$ cat config.mk
export PLATFORM = sky130hd
export DESIGN_NAME = rp_pair_alu
export DESIGN_NICKNAME = d
export VERILOG_FILES = /design/src/rtl/rp_alu_pkg.sv /design/src/rtl/rp_sum_core.sv /design/src/rtl/rp_flag_pack.sv /design/src/rtl/rp_pair_alu.sv
export SDC_FILE = /design/constraint.sdc
export NUM_CORES = 1
export LEC_CHECK = 0
export ABC_AREA = 0
export ABC_CLOCK_PERIOD_IN_PS = 8150
export BUFFER_PORTS_ARGS = -buffer_cell sky130_fd_sc_hd__buf_2
export CAP_MARGIN = 25
export CORE_AREA = 4 4 52 54
export DETAILED_ROUTE_END_ITERATION = 8
export DIE_AREA = 0 0 56 58
export PLACE_DENSITY = 0.86
export SKIP_LAST_GASP = 1
export SLEW_MARGIN = 20
export SYNTH_ARGS = -nofsm -noshare
export SYNTH_HDL_FRONTEND = slang
export SYNTH_SLANG_ARGS = --single-unit
$ cat constraint.sdc
create_clock -name vclk -period 8.15
set_input_delay 0.4075 -clock vclk [all_inputs]
set_output_delay 0.4075 -clock vclk [all_outputs]
set_load 0.005 [all_outputs]
$ cat src/rtl/rp_alu_pkg.sv
// Shared definitions for the register-pair adder/subtractor.
// Assumes the flag byte layout shared with the byte-wide ALU.
package rp_alu_pkg;

    typedef enum logic [1:0] {
        RP_ADD = 2'b00,
        RP_ADC = 2'b01,
        RP_SBC = 2'b10,
        RP_RSV = 2'b11
    } rp_op_e;

    localparam int FLAG_W   = 8;
    localparam int FB_CARRY = 0;
    localparam int FB_SUB   = 1;
    localparam int FB_OVF   = 2;
    localparam int FB_X3    = 3;
    localparam int FB_HALF  = 4;
    localparam int FB_X5    = 5;
    localparam int FB_ZERO  = 6;
    localparam int FB_SIGN  = 7;

endpackage

$ cat src/rtl/rp_sum_core.sv
// Carry-chain core: computes a + b + cin, or a - b - cin when sub is set.
// It reports the carry/borrow out of the top bit, the carry/borrow into
// bit HC_POS, and the signed overflow.
// Assumes WIDTH > HC_POS > 0.
module rp_sum_core #(
    parameter int WIDTH  = 16,
    parameter int HC_POS = 12
) (
    input  logic [WIDTH-1:0] a,
    input  logic [WIDTH-1:0] b,
    input  logic             cin,
    input  logic             sub,
    output logic [WIDTH-1:0] sum,
    output logic             cout,
    output logic             hc,
    output logic             ovf
);
    localparam int MSB = WIDTH - 1;

    logic [WIDTH-1:0] b_eff;
    logic             c_eff;
    logic [WIDTH:0]   wide;
    logic [WIDTH-1:0] carry_in_vec;

    // Invert operand and carry for subtract so one adder serves both.
    always_comb begin
        b_eff = sub ? ~b : b;
        c_eff = sub ? ~cin : cin;
        wide  = {1'b0, a} + {1'b0, b_eff} + {{WIDTH{1'b0}}, c_eff};
    end

    // Derive outputs; on subtract an absent carry means a borrow.
    always_comb begin
        sum          = wide[MSB:0];
        cout         = wide[WIDTH] ^ sub;
        carry_in_vec = a ^ b_eff ^ wide[MSB:0];
        hc           = carry_in_vec[HC_POS] ^ sub;
        ovf          = (a[MSB] == b_eff[MSB]) && (wide[MSB] != a[MSB]);
    end

endmodule

$ cat src/rtl/rp_flag_pack.sv
// Assembles the updated flag byte from the sum core outputs.
// Plain add keeps sign, zero and overflow from the incoming byte; the
// carry variants compute them again from the full result.
// Assumes WIDTH >= 14 so that the bit-13 and bit-11 copies exist.
module rp_flag_pack
    import rp_alu_pkg::*;
#(
    parameter int WIDTH = 16
) (
    input  rp_op_e            op,
    input  logic [FLAG_W-1:0] flags_in,
    input  logic [WIDTH-1:0]  sum,
    input  logic              cout,
    input  logic              hc,
    input  logic              ovf,
    output logic [FLAG_W-1:0] flags_out
);
    localparam int MSB   = WIDTH - 1;
    localparam int X5_SRC = WIDTH - 3;
    localparam int X3_SRC = WIDTH - 5;

    logic keep_szv;
    logic is_sub;

    // Classify the operation.
    always_comb begin
        keep_szv = (op == RP_ADD) || (op == RP_RSV);
        is_sub   = (op == RP_SBC);
    end

    // Build each flag bit.
    always_comb begin
        flags_out           = '0;
        flags_out[FB_CARRY] = cout;
        flags_out[FB_SUB]   = is_sub;
        flags_out[FB_HALF]  = hc;
        flags_out[FB_X5]    = sum[X5_SRC];
        flags_out[FB_X3]    = sum[X3_SRC];
        if (keep_szv) begin
            flags_out[FB_SIGN] = flags_in[FB_SIGN];
            flags_out[FB_ZERO] = flags_in[FB_ZERO];
            flags_out[FB_OVF]  = flags_in[FB_OVF];
        end else begin
            flags_out[FB_SIGN] = sum[MSB];
            flags_out[FB_ZERO] = (sum == '0);
            flags_out[FB_OVF]  = ovf;
        end
    end

endmodule

$ cat src/rtl/rp_pair_alu.sv
// Top of the 16-bit register-pair adder/subtractor. Purely combinational.
// It decodes the operation, feeds the sum core and packs the flags.
// Assumes the caller registers the outputs.
module rp_pair_alu
    import rp_alu_pkg::*;
#(
    parameter int WIDTH  = 16,
    parameter int HC_POS = 12
) (
    input  logic [1:0]        op_sel,
    input  logic [WIDTH-1:0]  acc_in,
    input  logic [WIDTH-1:0]  opnd_in,
    input  logic [FLAG_W-1:0] flags_in,
    output logic [WIDTH-1:0]  result_out,
    output logic [FLAG_W-1:0] flags_out
);
    rp_op_e op;
    logic   use_cin;
    logic   do_sub;
    logic   cin;
    logic   cout;
    logic   hc;
    logic   ovf;

    // Decode the operation code into core controls.
    always_comb begin
        op      = rp_op_e'(op_sel);
        use_cin = (op == RP_ADC) || (op == RP_SBC);
        do_sub  = (op == RP_SBC);
        cin     = use_cin & flags_in[FB_CARRY];
    end

    rp_sum_core #(
        .WIDTH (WIDTH),
        .HC_POS(HC_POS)
    ) u_core (
        .a   (acc_in),
        .b   (opnd_in),
        .cin (cin),
        .sub (do_sub),
        .sum (result_out),
        .cout(cout),
        .hc  (hc),
        .ovf (ovf)
    );

    rp_flag_pack #(
        .WIDTH(WIDTH)
    ) u_flags (
        .op       (op),
        .flags_in (flags_in),
        .sum      (result_out),
        .cout     (cout),
        .hc       (hc),
        .ovf      (ovf),
        .flags_out(flags_out)
    );

endmodule

==> metrics.txt <==
metal2 WL 1.30 mm; share of the synthesized area in the top cell type a little under a fifth; global-route wire length before repair 4.51 mm; hold crit path type in -> out; Final Hold Fails 0; DRC Markers 0; synth unique cells 34; # clk buffers 0; routed length on met1 around 1.1 mm; largest net degree at the start of global routing 12; I/O Pins 66; final slew viol count 0; via count 1125; die height roughly 58 um; Hold Crit Depth 4; CP Capture Type output pin; Rel. slew slack 66.0%; Post-CTS Setup Bufs 0; CP peak stage delay 0.48 ns; Post-CTS Resized 0; critical path arrival 4.01 ns; hold_ws approximately 1.1 ns; final antenna diode count 0; met3 wire len 198 um; num rows 17; number of sequential cells 0; Layout Nets around 250; CP Buf/Inv Count 4; Routed Antenna Nets 0; initial core utilization between 40% and 50%; Syn Inst Count 133; unrepaired setup endpoints after global routing false; leading area contributor after synthesis xor2_1; crit-path cells buf_2 > inv_1 > ha_1 > xnor2_1 > fa_1 > inv_1 > fa_1 > a211oi_2 > o21ai_1 > a211oi_2 > xnor2_1 > nor3_1 > nor4b_2 > or4b_1 > o31ai_2 > buf_2; CP max stage cell or4b_1; Required @ worst endpoint 7.74 ns; drt via density slightly above 5; vias in the first global route roughly 1100; most frequent cell after synthesis xor2_1; Cell Area, Synth roughly 1000 um2; number of cells on the critical path 16; Leakage approximately 0.74 nW; Mean Syn Cell Area just under 8 um2; area grow syn2layout 29.3%; Iter 0 DRT Violations 16; die area 3250 um2; register area share after synthesis 0%; Total Power ~0.00016 W; final wirelength roughly 2.6 mm; status complete, no violations; minimum clock period 4.42 ns; DP HPWL between 2 and 2.5 mm; Setup TNS 0 ns; DR WL/cell about 12 um; Top Family by Delay on Critical Path adder cells; fmax around 0.23 GHz; highest routed layer met3; drt first pass iters 4; fin cells around 220; crit path kind in -> out; most frequent cells after synthesis 23 x xor2_1, 16 x ha_1, 9 x nor3_1, 9 x xnor2_1, 8 x a21o_1; critical path startpoint category input pin; Core Area roughly 2200 um2; dpl cells 217; All-Layer GR Usage 16.2%; initial antenna violation count 0; Tcrit/Tclk final between 50 and 60%; Max Cap Viol 0; GP Congestion approximately 0.8; setup violators final 0; pwr dens 121 nW/um2; Peak VDD IR roughly 68 uV; Tightest Pin Transition about 0.5 ns; Syn Nets roughly 190; global route total overflow 0; share of cells above drive strength 1 37.0%; ranking of synthesized cells by area xor2_1 19%, ha_1 19%, xnor2_1 7.5%, a21o_1 5.7%, nor3_1 4.3%; Ys Warns 0; crit-path max FO 10; Chip Width approximately 56 um; CTS Hold Buffers Added 0; IO buf count between 60 and 70; FF+latch area 0 um2
-- metal layers --
metal  vias to the layer above  GRT usage, %
met3                         0          2.67
li1                        591             -
met4                         0             0
met1                       499          19.5
met5                         -             0
met2                        35          31.7
-- worst paths after layout --
path                    start      endpoint  slack [ns]
setup / recovery    op_sel[0]  flags_out[6]        3.73
hold / removal    flags_in[2]  flags_out[2]        1.09
-- through the flow --
step	instance area [um2]	util (%)	setup slack, ns
after floorplan	1050	-	3.50
after global placement	1360	61.4	3.72
after detailed placement	1360	61.4	3.70
after CTS	1360	61.4	3.68
after global routing	1360	61.4	3.43
final	1360	61.4	3.73
-- logic make-up after synthesis --
family          after synthesis  synth area share (%)
fa+ha+maj                    18                  22.9
compound gates               38                  26.2
mux                           1                  1.07
buf+inv                      12                  6.08
xor+xnor                     32                  26.7
simple gates                 32                  17.0
-- where the power goes --
part | internal (W) | leakage [nW] | switching [W]
Sequential | 0 | 0 | 0
Clock | 0 | 0 | 0
Combinational | 0.0000795 | 0.741 | 0.0000844
-- layout make-up --
type | instances | area [um2]
fillers | 229 | 855
well taps | 28 | 35.0
inverters | 5 | 18.8
repair buffers | 63 | 318
multi-input cells | 121 | 986
-- cells in the final DEF, fill, tap and decap left out --
cell,count
buf_2,62
xor2_1,23
ha_1,16
xnor2_1,9
nor3_1,9
a21o_1,8
a21oi_1,7
nand2_1,6
inv_1,5
o21ai_0,5
nor2_1,5
o21a_1,4
nor2b_1,3
or3_1,3
o21bai_1,3
a211oi_2,2
nand2b_1,2
fa_1,2
o31a_1,1
a311oi_1,1
and3_1,1
a221o_1,1
o21ai_1,1
a31oi_1,1
o311a_1,1
a21oi_2,1
or4_4,1
nor4b_2,1
or4b_1,1
o31ai_2,1
mux2_2,1
o31ai_1,1
buf_4,1
Note: power is estimated with default switching activity, not from simulation.
